**src/rtl/twoclass_irq_pkg.sv**
```systemverilog
package twoclass_irq_pkg;
  localparam int SRC_W = 16;
  localparam logic [SRC_W-1:0] SRC_VALID = 16'hFFFE;

  localparam logic [7:0] OFS_CLASS  = 8'h00;
  localparam logic [7:0] OFS_PEND   = 8'h04;
  localparam logic [7:0] OFS_REPL0  = 8'h08;
  localparam logic [7:0] OFS_PCLR   = 8'h0C;
  localparam logic [7:0] OFS_STAT   = 8'h10;
  localparam logic [7:0] OFS_BCAST  = 8'h14;
  localparam logic [1:0] REGION_MASK  = 2'b01;
  localparam logic [1:0] REGION_FORCE = 2'b10;

  function automatic logic [3:0] top_index(input logic [SRC_W-1:0] v);
    logic [3:0] idx;
    idx = '0;
    for (int i = 1; i < SRC_W; i++) begin
      if (v[i]) idx = 4'(i);
    end
    return idx;
  endfunction
endpackage

```
**src/rtl/tci_edge_detect.sv**
```systemverilog
module tci_edge_detect #(
  parameter int W = 16
) (
  input  logic         clk,
  input  logic         rst,
  input  logic [W-1:0] lines,
  output logic [W-1:0] rise
);
  logic [W-1:0] prev_q;

  always_ff @(posedge clk) begin
    if (rst) prev_q <= '0;
    else     prev_q <= lines;
  end

  assign rise = lines & ~prev_q;
endmodule

```
**src/rtl/tci_force_slot.sv**
```systemverilog
module tci_force_slot
  import twoclass_irq_pkg::*;
(
  input  logic             clk,
  input  logic             rst,
  input  logic             setclr_wr,
  input  logic             repl_wr,
  input  logic [31:0]      wdata,
  input  logic [SRC_W-1:0] ack_clr,
  input  logic [SRC_W-1:0] bc_set,
  output logic [SRC_W-1:0] q,
  output logic [SRC_W-1:0] d
);
  logic [SRC_W-1:0] set_bits, clr_bits, after_wr;

  assign set_bits = wdata[15:0]  & SRC_VALID;
  assign clr_bits = wdata[31:16] & SRC_VALID;

  always_comb begin
    after_wr = q;
    if (setclr_wr) after_wr = (q | set_bits) & ~clr_bits;
    if (repl_wr)   after_wr = set_bits;
    d = ((after_wr & ~ack_clr) | bc_set) & SRC_VALID;
  end

  always_ff @(posedge clk) begin
    if (rst) q <= '0;
    else     q <= d;
  end
endmodule

```
**src/rtl/tci_prio_sel.sv**
```systemverilog
module tci_prio_sel
  import twoclass_irq_pkg::*;
(
  input  logic [SRC_W-1:0] pend,
  input  logic [SRC_W-1:0] force_bits,
  input  logic [SRC_W-1:0] mask,
  input  logic [SRC_W-1:0] hi_class,
  output logic [3:0]       level
);
  logic [SRC_W-1:0] act, hi, lo;

  assign act   = (pend | force_bits) & mask;
  assign hi    = act & hi_class;
  assign lo    = act & ~hi_class;
  assign level = (|hi) ? top_index(hi) : top_index(lo);
endmodule

```
**src/rtl/twoclass_irq_ctrl.sv**
```systemverilog
module twoclass_irq_ctrl
  import twoclass_irq_pkg::*;
#(
  parameter int NCPU   = 4,
  parameter int ADDR_W = 12
) (
  input  logic              clk,
  input  logic              rst,
  input  logic              bus_wr,
  input  logic              bus_rd,
  input  logic [ADDR_W-1:0] bus_addr,
  input  logic [31:0]       bus_wdata,
  output logic [31:0]       bus_rdata,
  input  logic [15:0]       irq_lines,
  input  logic              ack_valid,
  input  logic [3:0]        ack_num,
  output logic [3:0]        cpu_level
);
  localparam int SLOT_W = 4;

  logic [7:0]        ofs;
  logic [1:0]        region;
  logic [SLOT_W-1:0] slot;
  logic              slot_ok;
  logic              wr_class, wr_repl, wr_pclr, wr_bcast, wr_mask, wr_force;

  logic [SRC_W-1:0] class_q, pend_q, bcast_q;
  logic [SRC_W-1:0] class_d, pend_d, bcast_d, mask0_d;
  logic [SRC_W-1:0] mask_q  [NCPU];
  logic [SRC_W-1:0] force_q [NCPU];
  logic [SRC_W-1:0] force_d [NCPU];
  logic [SRC_W-1:0] edge_rise, ack_bit, clr_bits, wsrc;
  logic [SRC_W-1:0] force0_q, mask0_q;
  logic [3:0]       level_d;
  logic [31:0]      rd_val;

  assign ofs     = bus_addr[7:0];
  assign region  = ofs[7:6];
  assign slot    = ofs[5:2];
  assign slot_ok = int'(slot) < NCPU;
  assign wsrc    = bus_wdata[15:0] & SRC_VALID;

  assign wr_class = bus_wr && (ofs == OFS_CLASS);
  assign wr_repl  = bus_wr && (ofs == OFS_REPL0);
  assign wr_pclr  = bus_wr && (ofs == OFS_PCLR);
  assign wr_bcast = bus_wr && (ofs == OFS_BCAST);
  assign wr_mask  = bus_wr && (region == REGION_MASK)  && slot_ok;
  assign wr_force = bus_wr && (region == REGION_FORCE) && slot_ok;

  tci_edge_detect #(.W(SRC_W)) u_edge (
    .clk(clk), .rst(rst), .lines(irq_lines & SRC_VALID), .rise(edge_rise)
  );

  assign ack_bit  = ack_valid ? ((16'h1 << ack_num) & SRC_VALID) : '0;
  assign clr_bits = wr_pclr ? wsrc : '0;
  assign pend_d   = ((pend_q & ~clr_bits & ~ack_bit) | (edge_rise & ~bcast_q)) & SRC_VALID;
  assign class_d  = wr_class ? wsrc : class_q;
  assign bcast_d  = wr_bcast ? wsrc : bcast_q;
  assign mask0_d  = (wr_mask && slot == '0) ? wsrc : mask_q[0];

  always_ff @(posedge clk) begin
    if (rst) begin
      class_q <= '0;
      pend_q  <= '0;
      bcast_q <= '0;
    end else begin
      class_q <= class_d;
      pend_q  <= pend_d;
      bcast_q <= bcast_d;
    end
  end

  genvar g;
  generate
    for (g = 0; g < NCPU; g++) begin : g_cpu
      always_ff @(posedge clk) begin
        if (rst)                                    mask_q[g] <= '0;
        else if (wr_mask && slot == SLOT_W'(g))     mask_q[g] <= wsrc;
      end

      tci_force_slot u_force (
        .clk       (clk),
        .rst       (rst),
        .setclr_wr (wr_force && slot == SLOT_W'(g)),
        .repl_wr   ((g == 0) ? wr_repl : 1'b0),
        .wdata     (bus_wdata),
        .ack_clr   ((g == 0) ? ack_bit : '0),
        .bc_set    (edge_rise & bcast_q),
        .q         (force_q[g]),
        .d         (force_d[g])
      );
    end
  endgenerate

  assign force0_q = force_q[0];
  assign mask0_q  = mask_q[0];

  tci_prio_sel u_sel (
    .pend(pend_d), .force_bits(force_d[0]), .mask(mask0_d),
    .hi_class(class_d), .level(level_d)
  );

  always_comb begin
    rd_val = '0;
    case (ofs)
      OFS_CLASS: rd_val = {16'h0, class_q};
      OFS_PEND:  rd_val = {16'h0, pend_q};
      OFS_REPL0: rd_val = {16'h0, force_q[0]};
      OFS_BCAST: rd_val = {16'h0, bcast_q};
      default: begin
        if (slot_ok && region == REGION_MASK)  rd_val = {16'h0, mask_q[slot]};
        if (slot_ok && region == REGION_FORCE) rd_val = {16'h0, force_q[slot]};
      end
    endcase
  end

  always_ff @(posedge clk) begin
    if (rst) begin
      cpu_level <= '0;
      bus_rdata <= '0;
    end else begin
      cpu_level <= level_d;
      if (bus_rd) bus_rdata <= rd_val;
    end
  end
endmodule

```
**config.mk**
```make
export PLATFORM = sky130hd
export DESIGN_NAME = twoclass_irq_ctrl
export DESIGN_NICKNAME = d
export VERILOG_FILES = /design/src/rtl/twoclass_irq_pkg.sv /design/src/rtl/tci_edge_detect.sv /design/src/rtl/tci_force_slot.sv /design/src/rtl/tci_prio_sel.sv /design/src/rtl/twoclass_irq_ctrl.sv
export SDC_FILE = /design/constraint.sdc
export NUM_CORES = 1
export LEC_CHECK = 0
export ABC_AREA = 1
export BUFFER_PORTS_ARGS = -buffer_cell sky130_fd_sc_hd__buf_2
export CELL_PAD_IN_SITES_DETAIL_PLACEMENT = 0
export CELL_PAD_IN_SITES_GLOBAL_PLACEMENT = 2
export CORE_ASPECT_RATIO = 0.8
export CORE_MARGIN = 1.5
export CORE_UTILIZATION = 34
export CTS_BUF_LIST = sky130_fd_sc_hd__clkbuf_16
export CTS_CLUSTER_SIZE = 24
export DETAILED_ROUTE_END_ITERATION = 10
export PLACE_DENSITY_LB_ADDON = 0.1
export RECOVER_POWER = 25
export SLEW_MARGIN = 30
export SYNTH_ARGS = -nofsm -noshare
export SYNTH_HDL_FRONTEND = slang
export SYNTH_SLANG_ARGS = --single-unit
```
**constraint.sdc**
```tcl
create_clock -name clk -period 3.9 [get_ports clk]
set_input_delay 0.78 -clock clk [delete_from_list [all_inputs] [get_ports clk]]
set_output_delay 0.78 -clock clk [all_outputs]
set_load 0.01 [all_outputs]
```
# After elaboration in Yosys (flattened, before gate mapping)
# Memories as Yosys holds them, arrays and structs flattened.
# Cells that the tools add are included.
dict set report op_classes {
  n_lt_le_gt_ge 2
  n_shift 1
  n_eq_ne 9
  bitwise_logic 34
  muxes 64
  reduce_logical 21
}
# cell n
set op_table {}
lappend op_table {{16-bit AND} 13}
lappend op_table {{16-bit 2-to-1 mux} 12}
lappend op_table {{16-bit OR} 10}
lappend op_table {{32-bit one-hot mux with 4 select lines} 1}
lappend op_table {{16-bit NOT} 6}
lappend op_table {{4-bit 2-to-1 mux} 17}
lappend op_table {{15-bit 2-to-1 mux} 4}
lappend op_table {{16-bit binary-select mux with 2-bit select} 1}
lappend op_table {{32-bit 2-to-1 mux} 1}
lappend op_table {{3-bit 2-to-1 mux} 8}
lappend op_table {{1-bit logical AND} 18}
lappend op_table {{8-bit by 4-bit equality test with 1-bit output, second input constant} 2}
lappend op_table {{1-bit 2-to-1 mux} 16}
lappend op_table {{16-bit OR reduction} 1}
lappend op_table {{1-bit by 4-bit left shift with 16-bit output, first input constant} 1}
lappend op_table {{4-bit by 2-bit equality test with 1-bit output, second input constant} 2}
lappend op_table {{8-bit by 3-bit equality test with 1-bit output, second input constant} 1}
lappend op_table {{8-bit by 5-bit equality test with 1-bit output, second input constant} 1}
lappend op_table {{8-bit logical NOT} 1}
lappend op_table {{2-bit 2-to-1 mux} 4}
lappend op_table {{5-bit by 3-bit >= comparator with 1-bit output, second input constant} 1}
lappend op_table {{4-bit NOT with 5-bit output} 1}
lappend op_table {{4-bit by 1-bit equality test with 1-bit output, second input constant} 1}
lappend op_table {{4-bit logical NOT} 1}
lappend op_table {{4 further kinds} 7}
dict set report totals {
  output_inout_bits 36
  reg_bits 163
  input_bits 69
  ram_bits 60
  mem_count 1
  elab_cells 148
}
# name words width read_ports rd_clocked_by_memory_dff write_ports line_no
set memory_table {}
lappend memory_table {mask_q 4 15 2 0 4 twoclass_irq_ctrl.sv:29} ;# logic [SRC_W-1:0] mask_q [NCPU];

# Longest topological paths before layout
dict set report logic_depth {
  depth_word 27
  ltp_mapped 27
  ltp_nobuf 27
}

# By module
# A second synthesis with hierarchy kept.
dict set report unflattened {
  hier_cells 2168
  area_unflattened_um2 12956.2
}
# module area_each_um2 cells_per_inst seq_area_each_um2 n_inst
set by_module_without_submodules {}
lappend by_module_without_submodules {twoclass_irq_ctrl 7447.1 1139 3123.0 1}
lappend by_module_without_submodules {tci_force_slot 1074.8 206 300.3 4}
lappend by_module_without_submodules {tci_prio_sel 653.1 139 0.0 1}
lappend by_module_without_submodules {tci_edge_detect 556.8 66 320.3 1}

# Least setup slack after synthesis
# Ideal clock, no wire load.
dict set report synth_timing {
  kind {input-to-reg}
  from {input bus_addr[3]}
  to {memory mask_q[2][0] (netlist bit), enable pin}
  setup_slack_ps 786
  arrival_ps 2707
  t_required_ps 3492
  path_stages 5
  setup_time_ps 408
  path_buffers 1
  path_cell_list {inv_2 nor2_2 clkinv_1 clkbuf_1 o21ai_0}
}
# element line_no
set synth_lines {}
lappend synth_lines {{start, declared} twoclass_irq_ctrl.sv:11} ;# input logic [ADDR_W-1:0] bus_addr,
lappend synth_lines {{end, declared} twoclass_irq_ctrl.sv:29}

# Worst setup path after layout
dict set report layout_timing {
  from {input bus_addr[2]}
  to {register cpu_level[0]}
}
dict set report layout_via {
  elab_chain_len 26
  word_cells_on_any_way 60
  classes_between {order compare: 1; eq/ne: 2; mux: 36; bitwise: 11; reduce/logical: 10}
}
# element line_no
set layout_rtl {}
lappend layout_rtl {{4-bit by 3-bit less-than comparator with 1-bit output / 8-bit by 4-bit equality test with 1-bit output (equally long branches)} {twoclass_irq_ctrl.sv:40, twoclass_irq_ctrl.sv:45}}
lappend layout_rtl {{1-bit logical AND (on tied branches)} {twoclass_irq_ctrl.sv:48, twoclass_irq_ctrl.sv:45}}
lappend layout_rtl {{1-bit logical AND / 16-bit 2-to-1 mux (equally long branches)} {twoclass_irq_ctrl.sv:84, twoclass_irq_ctrl.sv:55}}
lappend layout_rtl {{16-bit 2-to-1 mux / 16-bit NOT (equally long branches)} {tci_force_slot.sv:21, twoclass_irq_ctrl.sv:56}}
lappend layout_rtl {{16-bit 2-to-1 mux / 16-bit AND (equally long branches)} {tci_force_slot.sv:22, twoclass_irq_ctrl.sv:56}}
lappend layout_rtl {{16-bit AND (on tied branches)} {tci_force_slot.sv:23, twoclass_irq_ctrl.sv:56}}
lappend layout_rtl {{16-bit OR (on tied branches)} {tci_force_slot.sv:23, twoclass_irq_ctrl.sv:56}}
lappend layout_rtl {{16-bit OR} tci_prio_sel.sv:12} ;# assign act = (pend | force_bits) & mask;
lappend layout_rtl {{16-bit AND} tci_prio_sel.sv:12}
lappend layout_rtl {{16-bit AND (on tied branches)} {tci_prio_sel.sv:14, tci_prio_sel.sv:13}}
lappend layout_rtl {{1-bit 2-to-1 mux} twoclass_irq_pkg.sv:18} ;# if (v[i]) idx = 4'(i);
lappend layout_rtl {{2-bit 2-to-1 mux (2 in series)} twoclass_irq_pkg.sv:18}
lappend layout_rtl {{3-bit 2-to-1 mux (4 in series)} twoclass_irq_pkg.sv:18}
lappend layout_rtl {{4-bit 2-to-1 mux (8 in series)} twoclass_irq_pkg.sv:18}
lappend layout_rtl {{4-bit 2-to-1 mux (*)} tci_prio_sel.sv:15} ;# assign level = (|hi) ? top_index(hi) : top_index(lo);
lappend layout_rtl {{end signal, assigned} twoclass_irq_ctrl.sv:122} ;# cpu_level <= level_d;
lappend layout_rtl {{end, declared} twoclass_irq_ctrl.sv:17} ;# output logic [3:0] cpu_level
# Every way passes the cells marked *; elsewhere a longest branch is shown, timed or not.
# A chain may end at the register's enable or synchronous reset.

==> summary.md <==
The flow ran to the end, but the final reports show violations. The final reports fail on max-capacitance violations, max-slew violations. The logs give 201 for the number of sinks handled by clock tree synthesis and 65 for the maximum number of pins on one net before global-route repair. After filler insertion, the fill cell instance count of the layout stands at 3124.

TritonCTS built the clock tree. In the routed design, unresolved DRC markers number 0. The number of gates given a new drive strength after cts is 0. The critical path start-end classification was in -> reg. Across the whole layout, storage elements account for 4620 sq um. The run gives 38 as the number of library cell types mapped by synthesis.

Setup repair after global routing left no endpoint under its margin. Number of detailed-routing iterations run before antenna repair: 5. The first global-routing pass estimated 57.8 mm of wire. The sum of overflow across all layers after global routing was 0; the number of enable flip-flop cells after synthesis was 60. The library cell used most frequently in the layout, excluding fill and tap cells, is sky130_fd_sc_hd__inv_1. Timing would allow up to 309 MHz.

In the final design database the tool counted 1494 nets. In the post-synthesis netlist, the biggest area contributors are sky130_fd_sc_hd__dfxtp_1 28%, sky130_fd_sc_hd__edfxtp_1 18%, sky130_fd_sc_hd__inv_1 8.1%, sky130_fd_sc_hd__nand2_1 7.5%, sky130_fd_sc_hd__o21ai_0 6.0%. During I/O placement, the number of pins put on the boundary was 105. The die outline width was 197 microns.

The logs give 0 for the number of post-CTS setup repair buffers and 3 for the maximum count of clock buffers along a single path. The via total after detailed routing is 9655. Dominant register cell in the synthesized netlist: sky130_fd_sc_hd__dfxtp_1. Cells fill 39.8% of the core in the end. Root buffer selected by CTS: sky130_fd_sc_hd__clkbuf_16. The die covers 31000 sq um. 0 antenna diodes ended up in the layout. Across every metal layer, demand over resource in global routing totals 25.0%.

The H-tree level count is 1. The type of destination of the critical path is a flop. The clock transition at the registers of the reported paths was 0.07 ns; the number of global-route vias before repair was 9176. In this run the core area contains 56 standard-cell rows.

The run gives 5.11 nW as the leakage power figure. The initial antenna violation count was 0. The count of nets left with antenna violations once routing finished came out at 0. Cell taking the most area after synthesis: sky130_fd_sc_hd__dfxtp_1. In the final layout, the multi-input gates occupy 4360 sq um.

Number of max-slew violations in the final report: 65. The library cells used most frequently in the layout, excluding fill and tap cells, are 224 x sky130_fd_sc_hd__inv_1, 203 x sky130_fd_sc_hd__nand2_1, 151 x sky130_fd_sc_hd__nor2_1. The post-route netlist has 10.1% of its cells at a drive strength greater than 1.

In the synthesized netlist the async set-or-reset flop fraction comes to 0%. For the hold violation count in the final report, the log shows 0. At the placement stage, the worst setup path has a slack of 0.382 ns. TritonCTS created 24 clock buffers. The final critical path takes up 82.8% of the cycle. The shortest clock period the worst path allows after layout is 3.23 ns.

The highest fanout seen on the critical path was 21; the clock latency of the later-clocked register in the worst-skew pair was 0.53 ns. The region available for standard cell placement spans 29400 sq um. The slew at the pin with the worst max-slew slack works out to 1.65 ns.

Buffers inserted to repair hold after CTS numbered 0. Across the VDD grid, the largest voltage drop is 0.000275 V. Power spread over the standard cell area amounts to 429 nW/um^2. The run gives 1360 as the synthesized instance count. At the worst endpoint, the arrival time is 3.65 ns.

Post-synthesis cell area: 10200 sq um. The per-cell routed wire length came out at 21.1 microns. Headroom to the max-slew limit came out at -10.1%.

The number of setup violations in the final report was 0; the total of warnings raised by yosys was 0. The worst hold-check path type was reg -> reg. The top cell type's share of synthesized area is 27.7%.

Post-synthesis to final-layout area growth: 14.7%. The sort of element at the start of the critical path is an input pin. Power comes to 5.01 mW. Setup slack on the critical path of the routed design comes to 0.669 ns. The data required time at the worst endpoint is 4.32 ns. A synthesized cell averages 7.49 sq um. Summing the sequential cell areas from Yosys gives 45.4% of the chip area. Final hold analysis gives a worst-case slack of 0.451 ns. The count of buffers from port buffering works out to 81.

The final layout contains routed wiring with a total length of 38.5 mm. The die height is 158 microns. Clock skew on the completed layout was measured at 0.0114 ns. For the final setup TNS, the log shows 0 ns. The initial utilization of the core area, before any placement, comes to 34.7%.

The detailed router finished its first iteration with 679 violations. The reported max-cap violation count is 1, and the number of synthesized register bits is 201. The via-per-instance ratio works out to 5.30.

The HPWL after detailed placement is 26.9 mm. The placer congestion estimate was 0.865.
## registers in the layout, summed over array words and instances, names as in the netlist
register / flops
bcast_q: 15
bus_rdata: 16
class_q: 16
cpu_level: 4
g_cpu.u_force.q: 60
mask_q: 60
pend_q: 15
u_edge.prev_q: 15
## path summary, 6_finish.rpt
path	to	cells after the start	slack, ns	startpoint
setup / recovery	cpu_level[0]	19	0.67	bus_addr[2]
hold / removal	class_q[0]	2	0.45	class_q[0]
setup reg to reg	cpu_level[0]	20	1.75	bcast_q[5]
hold reg to reg	class_q[0]	2	0.45	class_q[0]
## metal layers
metal	global-route usage [%]	vias to the layer above	part of all wire (%)
li1	-	4686	-
met1	33.8	4600	46
met2	41.6	313	46
met3	3.20	56	5.4
met4	7.73	0	3.1
met5	0	-	0
## worst max-delay path: stages
cell and delay (ns):
sky130_fd_sc_hd__buf_2 0.13, sky130_fd_sc_hd__nor2_4 0.20, sky130_fd_sc_hd__inv_2 0.09, sky130_fd_sc_hd__nor3_1 0.27
sky130_fd_sc_hd__nand2_2 0.13, sky130_fd_sc_hd__inv_1 0.48, sky130_fd_sc_hd__buf_4 0.26, sky130_fd_sc_hd__nand2_1 0.05
sky130_fd_sc_hd__o21ai_1 0.12, sky130_fd_sc_hd__nand3b_1 0.16, sky130_fd_sc_hd__nand2_1 0.10, sky130_fd_sc_hd__nor2_1 0.13
sky130_fd_sc_hd__nand4_1 0.16, sky130_fd_sc_hd__nor2_2 0.22, sky130_fd_sc_hd__inv_1 0.09, sky130_fd_sc_hd__nor2_1 0.09
sky130_fd_sc_hd__nand2_1 0.06, sky130_fd_sc_hd__nand2_1 0.05, sky130_fd_sc_hd__nor2_1 0.05
## report_power, final
| group | internal, mW | leakage, nW | switching, mW |
|---|---|---|---|
| clock network | 1.42 | 0.423 | 0.940 |
| registers | 2.21 | 1.72 | 0.0276 |
| logic | 0.107 | 2.97 | 0.306 |
| total | 3.74 | 5.11 | 1.27 |
## synthesized netlist by cell type, drive strengths merged, types with 4 or more instances
cell     instances
a21oi           39
a221oi          15
a22o            11
a22oi           35
a31oi           30
buf             30
clkbuf          53
dfxtp          141
edfxtp          60
inv            224
nand2          207
nand3           70
nand3b          11
nand4            4
nor2           162
nor3            30
o211ai          32
o21ai          133
o22ai           54
o2bb2ai          8
## through the flow
step / std cells / cell area (sq um)
after floorplan: 1375 / 10200
after global placement: 1776 / 10900
after detailed placement: 1776 / 10900
after CTS: 1820 / 11700
after global routing: 1820 / 11700
final: 1820 / 11700
## cell type report
type	instances	share of cell area, %
Inverter	225	7.23
Multi-Input combinational cell	866	37.3
Timing Repair Buffer	107	4.89
Clock buffer	25	5.35
Tap cell	377	4.04
Clock inverter	19	1.60
Sequential cell	201	39.6
## cells by family (layout without fill, tap and decap cells)
kind of cell,after synthesis,count (layout),share of synthesized area (%)
simple gates,491,491,20.7
compound gates,359,359,21.6
buf+inv,308,376,12.2
flops,201,201,45.4
other cells,1,16,0.0368
Note: power is estimated with default switching activity, not from simulation.
